<file path="config.mk">
export PLATFORM = sky130hd
export DESIGN_NAME = fp_status_ctrl
export DESIGN_NICKNAME = d
export VERILOG_FILES = /design/src/rtl/fp_status_pkg.sv /design/src/rtl/fp_sync.sv /design/src/rtl/fp_quad_dec.sv /design/src/rtl/fp_host_regs.sv /design/src/rtl/fp_status_ctrl.sv
export SDC_FILE = /design/constraint.sdc
export NUM_CORES = 1
export LEC_CHECK = 0
export CAP_MARGIN = 20
export CORE_UTILIZATION = 42
export DETAILED_ROUTE_END_ITERATION = 8
export PLACE_DENSITY_LB_ADDON = 0.2
export SLEW_MARGIN = 20
export SYNTH_ARGS = -nofsm -noshare
export SYNTH_HDL_FRONTEND = slang
export SYNTH_SLANG_ARGS = --single-unit
</file>
<file path="constraint.sdc">
create_clock -name clk -period 3.2 [get_ports clk]
set_clock_uncertainty 0.2 [all_clocks]
set_input_delay 0.32 -clock clk [delete_from_list [all_inputs] [get_ports clk]]
set_output_delay 0.32 -clock clk [all_outputs]
set_load 0.005 [all_outputs]
</file>
<file path="src/rtl/fp_status_pkg.sv">
package fp_status_pkg;
   typedef enum logic [1:0] {
      TURN_NONE = 2'b00,
      TURN_CW   = 2'b01,
      TURN_CCW  = 2'b10
   } turn_t;
endpackage

</file>
<file path="src/rtl/fp_sync.sv">
module fp_sync #(
   parameter int W      = 1,
   parameter int STAGES = 2
) (
   input  logic         clk,
   input  logic         rst_n,
   input  logic [W-1:0] d,
   output logic [W-1:0] q
);
   logic [W-1:0] chain [STAGES];

   generate
      if (STAGES < 2) begin : g_bad_depth
         $error("fp_sync needs at least two stages");
      end
      for (genvar s = 0; s < STAGES; s++) begin : g_stage
         always_ff @(posedge clk or negedge rst_n) begin
            if (!rst_n)     chain[s] <= '0;
            else if (s == 0) chain[s] <= d;
            else            chain[s] <= chain[(s == 0) ? 0 : s-1];
         end
      end
   endgenerate

   assign q = chain[STAGES-1];
endmodule

</file>
<file path="src/rtl/fp_quad_dec.sv">
module fp_quad_dec
   import fp_status_pkg::*;
(
   input  logic       clk,
   input  logic       rst_n,
   input  logic [1:0] ab,
   output turn_t      turn
);
   logic [1:0] prev_ab;

   always_ff @(posedge clk or negedge rst_n) begin
      if (!rst_n) prev_ab <= 2'b00;
      else        prev_ab <= ab;
   end

   always_comb begin
      unique case ({prev_ab, ab})
         4'b00_10, 4'b10_11, 4'b11_01, 4'b01_00: turn = TURN_CW;
         4'b00_01, 4'b01_11, 4'b11_10, 4'b10_00: turn = TURN_CCW;
         default:                                turn = TURN_NONE;
      endcase
   end
endmodule

</file>
<file path="src/rtl/fp_host_regs.sv">
module fp_host_regs
   import fp_status_pkg::*;
#(
   parameter int              NUM_BTN  = 5,
   parameter int              ADDR_W   = 4,
   parameter int              DATA_W   = 8,
   parameter logic [ADDR_W-1:0] KNOB_OFS = 'hA,
   parameter logic [ADDR_W-1:0] BTN_OFS  = 'hC
) (
   input  logic               clk,
   input  logic               rst_n,
   input  turn_t              turn,
   input  logic [NUM_BTN-1:0] btn_s,
   input  logic               btn_any,
   input  logic               bus_sel,
   input  logic               bus_wr,
   input  logic [ADDR_W-1:0]  bus_addr,
   output logic [DATA_W-1:0]  bus_rdata,
   output logic               knob_flag,
   output logic               dir_cw,
   output logic               dir_ccw,
   output logic               wdt_q
);
   localparam int FLAG_BIT = 0;
   localparam int BIRQ_BIT = 1;
   localparam int CW_BIT   = 4;
   localparam int CCW_BIT  = 5;
   localparam int WDT_BIT  = 0;
   localparam int BTN_LSB  = DATA_W - NUM_BTN;

   generate
      if (DATA_W <= CCW_BIT) begin : g_bad_width
         $error("fp_host_regs: data bus too narrow for direction bits");
      end
      if (NUM_BTN + 1 > DATA_W) begin : g_bad_btn
         $error("fp_host_regs: too many buttons for data bus");
      end
   endgenerate

   logic clr_knob, set_wdt, rd_en;

   assign clr_knob = bus_sel && bus_wr && (bus_addr == KNOB_OFS);
   assign set_wdt  = bus_sel && bus_wr && (bus_addr == BTN_OFS);
   assign rd_en    = bus_sel && !bus_wr;

   always_ff @(posedge clk or negedge rst_n) begin
      if (!rst_n) begin
         knob_flag <= 1'b0;
         dir_cw    <= 1'b0;
         dir_ccw   <= 1'b0;
      end else if (turn != TURN_NONE) begin
         knob_flag <= 1'b1;
         dir_cw    <= (turn == TURN_CW);
         dir_ccw   <= (turn == TURN_CCW);
      end else if (clr_knob) begin
         knob_flag <= 1'b0;
         dir_cw    <= 1'b0;
         dir_ccw   <= 1'b0;
      end
   end

   always_ff @(posedge clk or negedge rst_n) begin
      if (!rst_n)       wdt_q <= 1'b0;
      else if (set_wdt) wdt_q <= 1'b1;
   end

   always_comb begin
      bus_rdata = '0;
      if (rd_en) begin
         if (bus_addr == KNOB_OFS) begin
            bus_rdata[FLAG_BIT] = knob_flag;
            bus_rdata[BIRQ_BIT] = btn_any;
            bus_rdata[CW_BIT]   = dir_cw;
            bus_rdata[CCW_BIT]  = dir_ccw;
         end else if (bus_addr == BTN_OFS) begin
            bus_rdata[BTN_LSB +: NUM_BTN] = btn_s;
            bus_rdata[WDT_BIT]            = wdt_q;
         end
      end
   end
endmodule

</file>
<file path="src/rtl/fp_status_ctrl.sv">
module fp_status_ctrl
   import fp_status_pkg::*;
#(
   parameter int                NUM_BTN     = 5,
   parameter int                SYNC_STAGES = 2,
   parameter int                ADDR_W      = 4,
   parameter int                DATA_W      = 8,
   parameter logic [ADDR_W-1:0] KNOB_OFS    = 'hA,
   parameter logic [ADDR_W-1:0] BTN_OFS     = 'hC
) (
   input  logic               clk,
   input  logic               rst_n,
   input  logic               knob_a,
   input  logic               knob_b,
   input  logic [NUM_BTN-1:0] btn_in,
   input  logic               bus_sel,
   input  logic               bus_wr,
   input  logic [ADDR_W-1:0]  bus_addr,
   input  logic [DATA_W-1:0]  bus_wdata,
   output logic [DATA_W-1:0]  bus_rdata,
   output logic               knob_irq,
   output logic               btn_irq,
   output logic               wdt_en
);
   localparam int IN_W = NUM_BTN + 2;

   generate
      if (KNOB_OFS == BTN_OFS) begin : g_bad_map
         $error("fp_status_ctrl: register offsets collide");
      end
   endgenerate

   logic [IN_W-1:0]    raw_in, sync_out;
   logic [1:0]         ab_s;
   logic [NUM_BTN-1:0] btn_s;
   turn_t              turn_s;
   logic               dir_cw, dir_ccw;
   logic               wdata_unused;

   assign raw_in       = {btn_in, knob_b, knob_a};
   assign ab_s         = {sync_out[0], sync_out[1]};
   assign btn_s        = sync_out[IN_W-1:2];
   assign btn_irq      = |btn_s;
   assign wdata_unused = ^bus_wdata;

   fp_sync #(.W(IN_W), .STAGES(SYNC_STAGES)) u_sync (
      .clk(clk), .rst_n(rst_n), .d(raw_in), .q(sync_out)
   );

   fp_quad_dec u_dec (
      .clk(clk), .rst_n(rst_n), .ab(ab_s), .turn(turn_s)
   );

   fp_host_regs #(
      .NUM_BTN(NUM_BTN), .ADDR_W(ADDR_W), .DATA_W(DATA_W),
      .KNOB_OFS(KNOB_OFS), .BTN_OFS(BTN_OFS)
   ) u_regs (
      .clk(clk), .rst_n(rst_n), .turn(turn_s), .btn_s(btn_s),
      .btn_any(btn_irq), .bus_sel(bus_sel), .bus_wr(bus_wr),
      .bus_addr(bus_addr), .bus_rdata(bus_rdata),
      .knob_flag(knob_irq), .dir_cw(dir_cw), .dir_ccw(dir_ccw),
      .wdt_q(wdt_en)
   );
endmodule

</file>
**After elaboration in Yosys (flattened, before gate mapping)**

Memories as Yosys holds them, arrays and structs flattened.
Cells that the tools add are included.

- Flip-flop bits (word level): 20
- ROM bits: 32
- Input port bits: 23
- Output and inout bits: 11
- Memories: 1

- Eq/ne operators: 4
- Multiplexer cells: 13
- Reductions and logical operators: 8

Memories:

| name | words | bits a word | read ports | clocked after Yosys merged registers in | write ports | RTL line | source |
|---|---|---|---|---|---|---|---|
| (name not given) | 16 | 2 | 1 | 0 | 0 | fp_quad_dec.sv:17 | `unique case ({prev_ab, ab})` |

Operators with widths:

| operator | count |
|---|---|
| 2-to-1 mux 5 bit | 2 |
| == test 4 bit, second input constant | 2 |
| 2-to-1 mux 1 bit | 8 |
| 2-to-1 mux 2 bit | 3 |
| OR reduction 5 bit | 1 |
| logical AND 1 bit | 4 |
| nonzero test 2 bit | 2 |
| == test 2 x 1 -> 1 bit, second input constant | 1 |
| == test 2 bit, second input constant | 1 |
| zero test 1 bit | 1 |

**Logic depth before layout (Yosys ltp)**

Gate-level depths: netlist of the first run.

- Depth in word-level cells: 4
- Mapped depth: 3
- Depth with buffers taken out: 3

**Modules after synthesis**

A second synthesis of the first run with hierarchy kept.

- Cells, all modules: 58
- Area, all modules: 782.0 um^2

Modules (own cells, without submodules):

| module | instances | cells an instance | area an instance (um^2) |
|---|---|---|---|
| fp_sync | 1 | 21 | 402.9 |
| fp_host_regs | 1 | 28 | 289.0 |
| fp_quad_dec | 1 | 6 | 77.6 |
| fp_status_ctrl | 1 | 3 | 12.5 |

**Worst setup path after synthesis of the first run**

OpenSTA, ideal clock, no wires.

- Kind: input -> output
- Start: input port bus_addr[0]
- End: output port bus_rdata[3]
- Arrival time: 941 ps
- Path slack: 1739 ps
- Stages on the path: 3
- Path through: and4bb_2 > and3b_1 > and2_1

- Longest elaborated chain between the ends: 4
- Elaborated cells between the ends (all ways): 5
- Classes of those cells: eq/ne (2); mux (3)

Ends and longest elaborated chain:

| what | RTL line | source |
|---|---|---|
| start: declaration | fp_status_ctrl.sv:18 | `input logic [ADDR_W-1:0] bus_addr,` |
| == test 4 bit | fp_host_regs.sv:75 | `end else if (bus_addr == BTN_OFS) begin` |
| 2-to-1 mux 5 bit | fp_host_regs.sv:75 |  |
| 2-to-1 mux 1 bit (*) | fp_host_regs.sv:70 | `if (bus_addr == KNOB_OFS) begin` |
| 2-to-1 mux 5 bit (*) | fp_host_regs.sv:69 | `if (rd_en) begin` |
| end: declaration | fp_status_ctrl.sv:20 | `output logic [DATA_W-1:0] bus_rdata,` |

Every way passes the cells marked *; elsewhere a longest branch is shown, timed or not.

**Final worst setup path of the first run**

Same ends and word-level chain as after synthesis.

==> results.py, run 1 <==
metrics = {
    "timing": {
        "period_needed_ns": 2.45,
        "slew_headroom": 0.460,
        "fin_crit_sh": 0.765,
        "tns_ns": 0,
        "finalHoldViolCount": 0,
        "setup_viol": 0,
        "fmax_mhz": 408,
        "drv_slew": 0,
        "worst_slew_pin_slew_ns": 0.808,
        "rsz0062_at_grt": "false",
    },
    "clocking": {
        "tritoncts": "yes",
        "cts_htree_levels": 1,
        "cts-buffers-inserted": 3,
        "post_cts_buffers": 0,
        "clk_path_buf_depth": 2,
        "cts.sinks": 20,
        "clk_pin_slew_ns": 0.09,
        "cts_hold_buf": 0,
        "worstSkewPairLatency_ns": 0.27,
        "post_cts_resized": 0,
        "cts_root_buffer": "clkbuf_4",
    },
    "floorplan": {
        "dieArea_um2": 1890,
        "ios": 34,
        "core_area_um2": 1560,
        "start_util": 0.463,
        "core.rowCount": 14,
        "dieWidth_um": 43.5,
        "die_h_um": 43.5,
    },
    "layout": {
        "multi_input_area_um2": 214,
        "area_growth_pct": 40.0,
        "fin_area_um2": 1010,
        "fill_cells": 131,
        "final_cells": 95,
        "insertedDiodeCount": 0,
        "drive_gt1_frac": 0.139,
        "regArea_um2": 500,
        "fin_nets": 103,
    },
    "route": {
        "finalWirelength_um": 1040,
        "dr_wl_met3_um": 76,
        "viasPerCell": 5.02,
        "ant_nets": 0,
        "drtIter0Drc": 9,
        "wirelength_met1_um": 426,
        "drc": 6,
        "wl_per_cell_um": 10.9,
        "dr.pass1.iters": 5,
        "top_layer_used": "met3",
        "num_vias": 477,
        "met2_wirelength_um": 536,
    },
    "critical_path": {
        "start_kind": "primary input",
        "crit_path_end_kind": "primary output",
        "r2r_cells": 3,
        "rr_endpoint": "u_regs.knob_flag",
        "rr_startpoint": "u_sync.q[1]",
        "worstPathRequired_ns": 2.68,
        "crit_fanout": 5,
        "worstPathArrival_ns": 1.93,
        "r2r_slack_ns": 1.92,
        "worstSetupPathType": "in2out",
    },
    "grt": {
        "grt_max_degree": 21,
        "grt_pass1_wl_um": 1840,
        "antenna_found_initial": 0,
        "grt_usage": 0.128,
        "grt_pass1_vias": 461,
        "globalRoute.totalOverflow": 0,
    },
    "logic_synthesis": {
        "syn_nets": 75,
        "ys_types": 17,
        "netlist.top_cell.by_area": "dfrtp_1",
        "yosys-top-cells-area": "dfrtp_1, a31o_2, and4bb_2",
        "avgSynthCellArea_um2": 13.9,
        "ys_seq_area_frac": 0.693,
        "ys_ff_latch": 20,
        "syn-cell-area_um2": 722,
        "synth_top_area_frac": 0.693,
        "syn-instance-count": 52,
        "yosysWarningCount": 0,
    },
    "pwr": {
        "finalPower_uw": 469,
        "peakVddDrop_mv": 0.362,
        "cellPowerDensity_nw_per_um2": 464,
        "p_leak_nw": 0.420,
    },
    "hold_path": {
        "hp-start": "u_sync.chain[10]",
        "hold_class": "reg2reg",
        "holdPathEnd": "u_sync.q[3]",
        "hold_path_depth": 0,
    },
    "placement": {
        "numPortBuffers": 24,
        "gp_congestion": 0.760,
        "place_inst": 91,
        "dpl_cell_area_um2": 975,
        "dp_hpwl_um": 858,
    },
    "job": {
        "drv_cap": 0,
    },
    "run_status": {
        "violations": "DRC",
        "outcome": "complete, but fails checks",
    },
}
[worst max-delay path: stages]
cell and delay, ns:
clkdlybuf4s50_1 0.41, and4bb_2 0.36, and3b_1 0.21, and2_1 0.13
clkdlybuf4s50_1 0.49
[registers in the layout, indices dropped and copies added, names as in the netlist]
register / count
u_sync.chain: 7
u_dec.prev_ab: 2
u_regs.knob_flag: 1
u_sync.q: 7
u_regs.dir_ccw: 1
u_regs.dir_cw: 1
u_regs.wdt_q: 1
[per-stage QoR]
step / utilization / hold slack, ns / setup slack [ns]
CTS: 0.648 / 0.159 / 0.741
finish: 0.648 / 0.156 / 0.752
global route: 0.648 / 0.163 / 0.669
floorplan: - / -0.176 / 1.74
detailed placement: 0.625 / 0.136 / 0.758
global placement: 0.625 / 0.131 / 0.782
[final cells by class]
type                       instances  area share
clock buffer                       4      0.0359
multi-input combinational         31       0.212
sequential                        20       0.495
tap                               16      0.0198
timing repair buffer              24       0.238
[cells in the mapped netlist]
| master | count |
|---|---|
| nand2b_1 | 1 |
| xor2_1 | 2 |
| and3b_2 | 1 |
| buf_4 | 1 |
| and3b_1 | 1 |
| a31o_2 | 3 |
| nand2_1 | 3 |
| a22oi_1 | 3 |
| and4bb_2 | 2 |
| conb_1 | 1 |
| nor3_1 | 1 |
| nand3_2 | 1 |
| a211o_1 | 1 |
| xnor2_1 | 2 |
| and2_1 | 3 |
| dfrtp_1 | 20 |
| nor2_1 | 6 |
[report_power, final]
part / internal (mW) / leakage (nW) / switching (mW)
clock network: 0.0691 / 0.0210 / 0.0625
logic: 0.0360 / 0.170 / 0.0190
registers: 0.272 / 0.229 / 0.0109
[worst max-delay path by stage]
stage | slack [ns] | end | cells past startpoint | start
3_3_place_gp | 0.78 | bus_rdata[3] | 5 | bus_addr[0]
2_1_floorplan | 1.74 | bus_rdata[3] | 3 | bus_addr[0]
4_1_cts | 0.74 | bus_rdata[3] | 5 | bus_addr[0]
6_report | 0.75 | bus_rdata[3] | 5 | bus_addr[0]
3_5_place_dp | 0.76 | bus_rdata[3] | 5 | bus_addr[0]
5_1_grt | 0.67 | bus_rdata[3] | 5 | bus_addr[0]
[cell families after synthesis]
family / Yosys count / synth area share
other: 1 / 0.00519
buffers and inverters: 1 / 0.0104
AOI/OAI and AO/OA: 7 / 0.0797
and+or+nand+nor: 19 / 0.163
xor gates and xnor gates: 4 / 0.0485
DFF: 20 / 0.693
[metal layers]
metal	GRT usage	up-vias
li1	-	230
met1	0.163	228
met2	0.242	19
met3	0.0250	0
met4	0	0
met5	0	-
[cell usage in the layout, fill, tap and decap left out, types with 2 or more instances in the layout]
cell type        instances
clkdlybuf4s50_1         24
dfrtp_1                 20
nor2_1                   6
and2_1                   3
a22oi_1                  3
nand2_1                  3
a31o_2                   3
clkbuf_4                 3
and4bb_2                 2
xor2_1                   2
xnor2_1                  2
No activity file was read; power rests on OpenSTA's default activity.
==> run 2: changes to the inputs <==
CORE_UTILIZATION = 35   (was 42)
clock period = 2.2 ns   (was 3.2 ns; I/O delays follow)
==> run 2 against run 1 <==
Net effect: the flow now finishes without violations; critical path depth down 1; die area up 19%; highest routed layer is now met4; non-clock buffer count up 2; worst setup slack worse by 0.64 ns; worst hold slack worse by 0.13 ns; first-iteration DRC count down 100%; largest power group unchanged; design area up 4.0%; power up 48%; sequential cell count unchanged; register-to-register slack worse by 1.0 ns.
==> results.py, run 2 (synthesis gave the netlist of run 1 again) <==
metrics = {
    "timing": {
        "finalHoldViolCount": 0,
        "rsz0062_at_grt": "false",
        "tns_ns": 0,
        "setup_viol": 0,
        "fin_crit_sh": 0.951,
        "drv_slew": 0,
        "fmax_mhz": 478,
        "whs_ns": 0.0305,
        "period_needed_ns": 2.09,
    },
    "hold_path": {
        "hold_class": "in2async",
    },
    "layout": {
        "drive_gt1_frac": 0.160,
        "fin_area_um2": 1050,
        "final_common_cell": "dfrtp_1",
        "insertedDiodeCount": 0,
        "fill_cells": 183,
        "multi_input_area_um2": 214,
        "final_cell_mix": "dfrtp_1, clkdlybuf4s50_1, nor2_1",
        "area_growth_pct": 45.6,
        "regArea_um2": 500,
        "fin_nets": 105,
        "final_cells": 108,
    },
    "placement": {
        "dpl_cell_area_um2": 1000,
        "numPortBuffers": 24,
        "place_inst": 104,
        "dp_hpwl_um": 963,
        "gp_congestion": 0.648,
    },
    "route": {
        "finalWirelength_um": 1170,
        "ant_nets": 0,
        "viasPerCell": 4.45,
        "drc": 0,
        "wl_per_cell_um": 10.8,
        "drtIter0Drc": 0,
        "num_vias": 481,
        "dr.pass1.iters": 1,
    },
    "critical_path": {
        "crit_path_end_kind": "primary output",
        "r2r_slack_ns": 0.91,
        "start_kind": "primary input",
        "worstSetupPathType": "in2out",
        "r2r_cells": 3,
        "worstPathArrival_ns": 1.67,
        "crit_fanout": 5,
        "worstPathRequired_ns": 1.78,
    },
    "grt": {
        "grt_pass1_wl_um": 1770,
        "grt_max_degree": 12,
        "antenna_found_initial": 0,
        "grt_usage": 0.118,
        "grt_pass1_vias": 470,
        "globalRoute.totalOverflow": 0,
    },
    "floorplan": {
        "ios": 34,
        "start_util": 0.372,
        "core.rowCount": 16,
        "dieWidth_um": 47.4,
        "die_h_um": 47.4,
        "dieArea_um2": 2250,
        "core_area_um2": 1940,
    },
    "pwr": {
        "cellPowerDensity_nw_per_um2": 663,
        "p_leak_nw": 0.528,
        "peakVddDrop_mv": 0.412,
        "p_seq_frac": 0.590,
        "combinationalPowerShare": 0.120,
        "clkPwrFrac": 0.290,
        "power_switching_uw": 147,
        "p_int_uw": 550,
        "swShare": 0.211,
    },
    "job": {
        "drv_cap": 0,
    },
    "clocking": {
        "post_cts_buffers": 0,
        "worstSkewPairLatency_ns": 0.29,
        "cts-buffers-inserted": 3,
        "cts.sinks": 20,
        "tritoncts": "yes",
        "cts_hold_buf": 0,
        "cts_root_buffer": "clkbuf_4",
        "cts_htree_levels": 1,
        "clk_pin_slew_ns": 0.10,
        "clk_path_buf_depth": 2,
    },
    "run_status": {
        "outcome": "complete, no violations",
    },
}
-- run 2: area by class of cell --
cell class	count	area share
tap	27	0.0321
sequential	20	0.476
timing repair buffer	26	0.254
clock buffer	4	0.0345
multi-input combinational	31	0.204
-- run 2: final timing paths --
check | startpoint | end
worst max-delay path | bus_addr[0] | bus_rdata[1]
worst min-delay path | rst_n | u_sync.chain[11]
worst max register to register | u_sync.q[0] | u_regs.knob_flag
worst min register to register | u_sync.chain[13] | u_sync.q[6]
max in group asynchronous | rst_n | u_regs.dir_ccw
min in group clk | btn_in[2] | u_sync.chain[11]
-- run 2: per-layer routing --
metal / part of all wire / wire length [µm] / global-route usage
met3: 0.069 / 81 / 0.0151
met1: 0.39 / 460 / 0.117
met4: 0.012 / 14 / 0.114
met5: 0 / 0 / 0
met2: 0.52 / 610 / 0.208
-- run 2: worst max-delay path, cell delays in order --
cell             delay [ns]
clkdlybuf4s50_1        0.41
and4bb_2               0.36
and3b_2                0.18
clkdlybuf4s50_1        0.49
-- run 2: per-stage QoR --
| stage | power (mW) | util | setup WS, ns |
|---|---|---|---|
| floorplan | 0.448 | - | 0.939 |
| CTS | 0.705 | 0.535 | 0.00170 |
| global route | 0.731 | 0.541 | 0.0421 |
| detailed placement | 0.505 | 0.517 | -0.000292 |
| finish | 0.697 | 0.541 | 0.108 |
| global placement | 0.500 | 0.517 | 0.0151 |
-- run 2: power groups by stage --
| stage | clock network (mW) | registers [mW] | logic, mW |
|---|---|---|---|
| 2_1_floorplan | 0 | 0.415 | 0.0329 |
| 3_3_place_gp | 0 | 0.417 | 0.0825 |
| 3_5_place_dp | 0 | 0.418 | 0.0862 |
| 4_1_cts | 0.208 | 0.411 | 0.0862 |
| 5_1_grt | 0.225 | 0.414 | 0.0917 |
| 6_report | 0.202 | 0.411 | 0.0839 |
-- run 2: timing repair --
| action | CTS | global route |
|---|---|---|
| gates resized for setup | 1 | 5 |
| pin swaps | 1 | 0 |
| hold endpoints to repair | 0 | 0 |
| endpoints found under the setup margin | 4 | 5 |
